## src/rtl/ucs_pkg.sv

```systemverilog
package ucs_pkg;
  localparam int UCS_ADDR_W  = 20;
  localparam int UCS_MIN_LOG = 10;
  localparam int UCS_NSIZE   = 10;
  localparam int UCS_DEF_IDX = 6;

  // Address bit b must be one for a hit when the region size log2 is <= b.
  function automatic int need_limit(int bitpos, int min_log);
    return bitpos - min_log;
  endfunction
endpackage

```

## src/rtl/ucs_size_reg.sv

```systemverilog
module ucs_size_reg #(
  parameter int NSIZE   = ucs_pkg::UCS_NSIZE,
  parameter int DEF_IDX = ucs_pkg::UCS_DEF_IDX
) (
  input  logic             clk,
  input  logic             rst_n,
  input  logic             we_i,
  input  logic [NSIZE-1:0] wdata_i,
  output logic [NSIZE-1:0] size_oh_o,
  output logic             wr_ok_o
);
  localparam logic [NSIZE-1:0] DEF_OH = NSIZE'(1) << DEF_IDX;

  function automatic logic code_legal(logic [NSIZE-1:0] c);
    return $onehot(c);
  endfunction

  assign wr_ok_o = we_i && code_legal(wdata_i);

  always_ff @(posedge clk or negedge rst_n) begin
    if (!rst_n)       size_oh_o <= DEF_OH;
    else if (wr_ok_o) size_oh_o <= wdata_i;
  end
endmodule

```

## src/rtl/ucs_region_match.sv

```systemverilog
module ucs_region_match #(
  parameter int ADDR_W  = ucs_pkg::UCS_ADDR_W,
  parameter int NSIZE   = ucs_pkg::UCS_NSIZE,
  parameter int MIN_LOG = ucs_pkg::UCS_MIN_LOG
) (
  input  logic [ADDR_W-1:0] addr_i,
  input  logic [NSIZE-1:0]  size_oh_i,
  output logic              hit_o
);
  logic [ADDR_W-1:0] need_one;

  for (genvar b = 0; b < ADDR_W; b++) begin : g_bit
    localparam int LIM = ucs_pkg::need_limit(b, MIN_LOG);
    if (LIM < 0) begin : g_free
      assign need_one[b] = 1'b0;
    end else if (LIM >= NSIZE - 1) begin : g_all
      assign need_one[b] = |size_oh_i;
    end else begin : g_part
      assign need_one[b] = |size_oh_i[LIM:0];
    end
  end

  assign hit_o = &(addr_i | ~need_one);
endmodule

```

## src/rtl/ucs_cs_gen.sv

```systemverilog
module ucs_cs_gen (
  input  logic clk,
  input  logic rst_n,
  input  logic cyc_valid_i,
  input  logic hold_i,
  input  logic hit_now_i,
  output logic cyc_start_o,
  output logic cyc_cont_o,
  output logic cs_n_o
);
  logic valid_d;
  logic hit_q;
  logic hit_sel;

  assign cyc_start_o = cyc_valid_i && !valid_d;
  assign cyc_cont_o  = cyc_valid_i && valid_d;
  assign hit_sel     = cyc_start_o ? hit_now_i : hit_q;

  always_ff @(posedge clk or negedge rst_n) begin
    if (!rst_n) begin
      valid_d <= 1'b0;
      hit_q   <= 1'b0;
      cs_n_o  <= 1'b1;
    end else begin
      valid_d <= cyc_valid_i;
      if (cyc_start_o) hit_q <= hit_now_i;
      cs_n_o <= !(cyc_valid_i && hit_sel && !hold_i);
    end
  end
endmodule

```

## src/rtl/ucs_decoder.sv

```systemverilog
module ucs_decoder #(
  parameter int ADDR_W  = ucs_pkg::UCS_ADDR_W,
  parameter int MIN_LOG = ucs_pkg::UCS_MIN_LOG,
  parameter int NSIZE   = ucs_pkg::UCS_NSIZE,
  parameter int DEF_IDX = ucs_pkg::UCS_DEF_IDX
) (
  input  logic              clk,
  input  logic              rst_n,
  input  logic [ADDR_W-1:0] addr_i,
  input  logic              cyc_valid_i,
  input  logic              hold_ack_i,
  input  logic              cfg_we_i,
  input  logic [NSIZE-1:0]  cfg_size_i,
  output logic              ucs_n_o
);
  logic [NSIZE-1:0] size_oh;
  logic             wr_ok;
  logic             hit_now;
  logic             cyc_start;
  logic             cyc_cont;

  ucs_size_reg #(.NSIZE(NSIZE), .DEF_IDX(DEF_IDX)) u_size (
    .clk(clk), .rst_n(rst_n), .we_i(cfg_we_i), .wdata_i(cfg_size_i),
    .size_oh_o(size_oh), .wr_ok_o(wr_ok)
  );

  ucs_region_match #(.ADDR_W(ADDR_W), .NSIZE(NSIZE), .MIN_LOG(MIN_LOG)) u_match (
    .addr_i(addr_i), .size_oh_i(size_oh), .hit_o(hit_now)
  );

  ucs_cs_gen u_cs (
    .clk(clk), .rst_n(rst_n), .cyc_valid_i(cyc_valid_i), .hold_i(hold_ack_i),
    .hit_now_i(hit_now), .cyc_start_o(cyc_start), .cyc_cont_o(cyc_cont),
    .cs_n_o(ucs_n_o)
  );
endmodule

```

## config.mk

```make
export PLATFORM = sky130hd
export DESIGN_NAME = ucs_decoder
export DESIGN_NICKNAME = d
export VERILOG_FILES = /design/src/rtl/ucs_pkg.sv /design/src/rtl/ucs_size_reg.sv /design/src/rtl/ucs_region_match.sv /design/src/rtl/ucs_cs_gen.sv /design/src/rtl/ucs_decoder.sv
export SDC_FILE = /design/constraint.sdc
export NUM_CORES = 1
export LEC_CHECK = 0
export BUFFER_PORTS_ARGS = -buffer_cell sky130_fd_sc_hd__buf_2
export CORE_MARGIN = 1.5
export CORE_UTILIZATION = 50
export CTS_BUF_LIST = sky130_fd_sc_hd__clkbuf_4 sky130_fd_sc_hd__clkbuf_8
export DETAILED_ROUTE_END_ITERATION = 8
export GPL_ROUTABILITY_DRIVEN = 0
export PLACE_DENSITY = 0.81
export SETUP_SLACK_MARGIN = 0.2
export SYNTH_ARGS = -nofsm -noshare
export SYNTH_HDL_FRONTEND = slang
export SYNTH_HIERARCHICAL = 1
export SYNTH_SLANG_ARGS = --single-unit
```

## constraint.sdc

```tcl
create_clock -name clk -period 4.25 [get_ports clk]
set_input_delay 0.425 -clock clk [delete_from_list [all_inputs] [get_ports clk]]
set_output_delay 0.425 -clock clk [all_outputs]
set_load 0.005 [all_outputs]
```

==> results of run 1 <==
where the power goes:
group	internal, mW	switching, mW
registers	0.177	0.0489
clock network	0.0427	0.0362
logic	0.140	0.0875
total	0.359	0.173
cell type report:
cell class                      instances  area (um2)  area share
Tap cell                               25       31.28     0.02927
Timing Repair Buffer                   25       125.1      0.1171
Multi-Input combinational cell         46       516.7      0.4836
Sequential cell                        13       327.8      0.3068
Clock buffer                            4       30.03     0.02810
Inverter                               10       37.54     0.03513
cell usage in the layout (no fill, tap or decap):
master    count
mux2_4       10
ha_1          2
fa_1          6
o211ai_2      1
dfstp_2       2
nor4_4        1
a22oi_1       1
nand3b_1      1
nor2b_1       3
a211oi_2      2
nor2b_4       1
a32oi_1       1
dfrtp_1      11
nand2b_1      2
and3_1        2
or3_1         1
nand2_1       3
o21ai_0       3
mux2_2        1
inv_1        10
o21ai_1       1
nor3_1        2
buf_2        25
mux2_1        1
clkbuf_4      4
or4_4         1
critical path: stages:
cell	delay, ns
buf_2	0.12
fa_1	0.52
fa_1	0.53
inv_1	0.05
fa_1	0.46
inv_1	0.07
ha_1	0.17
inv_1	0.06
fa_1	0.40
o211ai_2	0.64
mux2_2	0.41
metrics by stage:
stage	power, mW	hold slack (ns)	utilization	cells
floorplan	0.3993	0.1294	-	70
global route	0.5731	0.02634	0.6256	123
detailed placement	0.4542	0.3236	0.6081	119
finish	0.5321	0.02646	0.6256	123
global placement	0.4357	0.3169	0.6081	119
CTS	0.5339	0.02941	0.6256	123
how the worst min path moves through the flow:
stage | endpoint | slack (ns) | depth (start not counted)
6_report | u_cs/valid_d$_DFF_PN0_ | 0.03 | 1
2_1_floorplan | u_cs/hit_q$_DFF_PN0_ | 0.13 | 0
3_5_place_dp | u_cs/valid_d$_DFF_PN0_ | 0.32 | 1
4_1_cts | u_cs/valid_d$_DFF_PN0_ | 0.03 | 1
5_1_grt | u_cs/valid_d$_DFF_PN0_ | 0.03 | 1
3_3_place_gp | u_cs/valid_d$_DFF_PN0_ | 0.32 | 1
state kept, by name, summed over array words and instances, names as in the netlist:
name	cells
u_size/size_oh_o	10
u_cs/hit_q	1
u_cs/valid_d	1
u_cs/cs_n_o	1
metal layers:
layer	routed length (um)	GRT usage	vias up
met3	57	0.02800	0
met1	659	0.2088	295
met5	0	0	-
met4	0	0.07059	0
met2	861	0.3257	21
li1	-	-	300
==> metrics.md, run 1 <==
| Metric | Value |
|---|---|
| Share of layout cells above drive strength 1 | `0.4898` |
| Largest net degree at the start of global routing | `14` |
| Total Routing Usage GR | `0.1794` |
| Clock Skew | `0.005390 ns` |
| Crit share post-route | `0.8690` |
| Reg2reg start | `u_size/size_oh_o[0]$_DFFE_PN0P_` |
| Critical Path Fanout Max | `10` |
| Initial core utilization | `0.5231` |
| Fin nets | `142` |
| Worst-path clk slew | `~0.08 ns` |
| Fin crit period | `3.693 ns` |
| Placeable Area | `1708 um2` |
| Worst setup path end | `u_size/size_oh_o[9]$_DFFE_PN0P_` |
| Cell area after layout | `1069 um2` |
| Fill cells | `roughly 130` |
| Cells after Synth | `70` |
| CTS tree | `built` |
| Synth Net Count | `approximately 110` |
| Setup crit end kind | `flip-flop` |
| Vias in the first global route | `just over 600` |
| Vias per cell | `5.008` |
| Worst EP arrival | `3.85 ns` |
| P per Cell Area | `around 500 nW/um2` |
| VDD IR max | `0.2337 mV` |
| DRC Markers | `0` |
| Root Buffer | `clkbuf_4` |
| DP Area | `around 1000 um2` |
| Worst skew pair latency | `between 0.2 and 0.3 ns` |
| First-pass GRT wire length | `approximately 2.6 mm` |
| Final Max Slew Viols | `0` |
| Status | `completed` |
| Fin. Hold Viols | `0` |
| FMAX | `270.8 MHz` |
| DR vias | `616` |
| Beginning of the critical path | `cfg_size_i[0]` |
| Antenna Nets Post-Route | `0` |
| R2R cell count | `6` |
| Top Ports | `36` |
| Slew @ Worst Pin | `~0.75 ns` |
| Worst path required time | `4.41 ns` |
| Antenna Cells | `0` |
| Total iterations of the first detailed-routing run | `4` |
| Number of buffers created by CTS | `3` |
| Leakage power | `0.5387 nW` |
| Area delta synth->final | `19.61%` |
| Row count | `15` |
| Die X | `45.27 um` |
| Drt total wl | `1.578 mm` |
| Clock buffer depth | `2` |
| Slew Limit Headroom | `0.5015` |
| Buffers on Ports | `25` |
| Setup slack after placement | `roughly 0.29 ns` |
| R2r setup slk | `roughly 2.3 ns` |
| Synth Cell Area | `~890 um2` |
| CP Launch Type | `input pin` |
| Post-cts resize count | `0` |
| Avg Cell Area, Syn | `12.76 um2` |
| Ys Warns | `6` |
| Clock sinks | `13` |
| Initial antenna violation count | `0` |
| Die area | `2049 um2` |
| Overflow after GRT | `0` |
| # setup viols final | `0` |
| Worst r2r dst | `u_cs/cs_n_o$_DFF_PN1_` |
| DRT iter0 DRCs | `11` |
| CTS H-Tree Depth | `1` |
| Wire per inst | `roughly 13 um` |
| Die H | `45.27 um` |
| Dpl hpwl | `1.326 mm` |
| Setup WS post-layout | `0.5568 ns` |
| Max_cap viols | `0` |
| Postcts setup bufs | `0` |
| RSZ-0062 raised after global routing | `false` |
| Critical path class | `input pin to flip-flop` |
| Hold-fix buffers, CTS | `0` |
| Worst hold path class | `input pin to async pin` |
| Post-Route Setup TNS | `0 ns` |
(Power assumes the default switching activity.)
==> inputs of run 2 (changes only) <==
==> constraint.sdc (replaced) <==
create_clock -name clk -period 4.25 [get_ports clk]
set_input_delay 0.2125 -clock clk [delete_from_list [all_inputs] [get_ports clk]]
set_output_delay 0.2125 -clock clk [all_outputs]
set_load 0.005 [all_outputs]
==> metrics.md, run 2 (same netlist as run 1, synthesis figures left out) <==
| Metric | Value |
|---|---|
| Status | `completed` |
| VDD IR max | `0.2293 mV` |
| Setup slack after placement | `0.5374 ns` |
| Hold Path Stages | `1` |
| CTS H-Tree Depth | `1` |
| Fin crit period | `about 3.4 ns` |
| Drt total wl | `1.618 mm` |
| Initial core utilization | `0.5231` |
| Antenna Cells | `0` |
| Commonest non-fill, non-tap cell in the layout | `buf_2` |
| Worst EP arrival | `3.60 ns` |
| Area delta synth->final | `21.57%` |
| Largest net degree at the start of global routing | `14` |
| Number of buffers created by CTS | `3` |
| Max reg flops | `10` |
| Buffers on Ports | `25` |
| Final Max Slew Viols | `0` |
| Fin. Hold Viols | `0` |
| DP Area | `1046 um2` |
| First-pass GRT wire length | `2.442 mm` |
| Share of layout cells above drive strength 1 | `0.4900` |
| Die area | `2049 um2` |
| P per Cell Area | `493.8 nW/um2` |
| DRC Markers | `0` |
| Vias in the first global route | `600` |
| Top Ports | `36` |
| Clock sinks | `13` |
| Antenna Nets Post-Route | `0` |
| Wire per inst | `12.94 um` |
| Worst-path clk slew | `0.07 ns` |
| Total Routing Usage GR | `0.1776` |
| Cell area after layout | `approximately 1100 um2` |
| # setup viols final | `0` |
| Root Buffer | `clkbuf_4` |
| Dpl hpwl | `about 1.4 mm` |
| Most flops, register | `u_size/size_oh_o` |
| Commonest cells after routing, fill and taps aside | `buf_2 (25), dfrtp_1 (11), mux2_4 (10), inv_1 (10), fa_1 (6)` |
| Die X | `45.27 um` |
| Slew @ Worst Pin | `0.4512 ns` |
| Clock Skew | `0.002853 ns` |
| RSZ-0062 raised after global routing | `false` |
| Setup crit end kind | `flip-flop` |
| Total iterations of the first detailed-routing run | `6` |
| Worst path required time | `4.41 ns` |
| Placeable Area | `1708 um2` |
| Crit share post-route | `0.8092` |
| Fin nets | `144` |
| Clock buffer depth | `2` |
| Row count | `15` |
| Post-Route Setup TNS | `0 ns` |
| Critical Path Fanout Max | `6` |
| CTS tree | `built` |
| Max_cap viols | `0` |
| Initial antenna violation count | `0` |
| Fin util | `0.6359` |
| Worst skew pair latency | `between 0.2 and 0.3 ns` |
| Setup WS post-layout | `0.8110 ns` |
| FMAX | `approximately 290 MHz` |
| Overflow after GRT | `0` |
| Leakage power | `0.5471 nW` |
| Hold-fix buffers, CTS | `1` |
| Tot Pwr | `about 540 uW` |
| R2R cell count | `6` |
| Critical path class | `input pin to flip-flop` |
| Postcts setup bufs | `0` |
| Worst hold path class | `input pin to flip-flop` |
| Post-cts resize count | `0` |
| Slew Limit Headroom | `0.6983` |
| DR vias | `634` |
| DRT iter0 DRCs | `8` |
| Vias per cell | `5.072` |
| Die H | `around 45 um` |
| CP Launch Type | `input pin` |
## run 2: cell count changes in the layout (fill, tap and decap cells not counted), sizes merged
cell,change
dlygate4sd3,+1
buf,+1
## run 2: per-stage QoR
stage | hold slack (ns) | instances
finish | 0.07963 | 125
global placement | 0.1026 | 120
floorplan | -0.08309 | 70
detailed placement | 0.1047 | 120
CTS | 0.07292 | 125
global route | 0.05364 | 125
## run 2: report_power, final
part | internal [mW] | switching (mW)
Combinational | 0.142 | 0.0902
Clock | 0.0427 | 0.0364
Sequential | 0.177 | 0.0478
Total | 0.362 | 0.174
## run 2: metal layers
metal	track usage	vias to the layer above	wire [um]
li1	-	301	-
met3	0.04800	6	63
met2	0.3343	21	916
met4	0.07059	0	15
met5	0	-	0
met1	0.1825	306	622
## run 2: worst max-delay path, stage by stage
cell and delay [ns]:
buf_2 0.11, fa_1 0.52, fa_1 0.53, inv_1 0.05, fa_1 0.44, inv_1 0.08
ha_1 0.18, inv_1 0.06, fa_1 0.48, and3_1 0.16, o211ai_2 0.22, buf_4 0.24
mux2_4 0.30
## run 2: final timing paths
path                                            startpoint                         endpoint  slack (ns)
setup reg to reg           u_size/size_oh_o[0]$_DFFE_PN0P_            u_cs/cs_n_o$_DFF_PN1_        2.36
hold reg to reg            u_size/size_oh_o[9]$_DFFE_PN0P_  u_size/size_oh_o[9]$_DFFE_PN0P_        0.52
min in group asynchronous                            rst_n  u_size/size_oh_o[1]$_DFFE_PN0P_        0.34
setup / recovery                             cfg_size_i[0]  u_size/size_oh_o[4]$_DFFE_PN0P_        0.81
max in group asynchronous                            rst_n  u_size/size_oh_o[6]$_DFFE_PN1P_        3.63
hold / removal                                 cyc_valid_i           u_cs/valid_d$_DFF_PN0_        0.08
## run 2: layout make-up
type | count | area, um2
Clock buffer | 4 | 30.03
Fill cell | 145 | 621.8
Inverter | 10 | 37.54
Multi-Input combinational cell | 46 | 516.7
Sequential cell | 13 | 327.8
Tap cell | 25 | 31.28
Timing Repair Buffer | 27 | 142.6
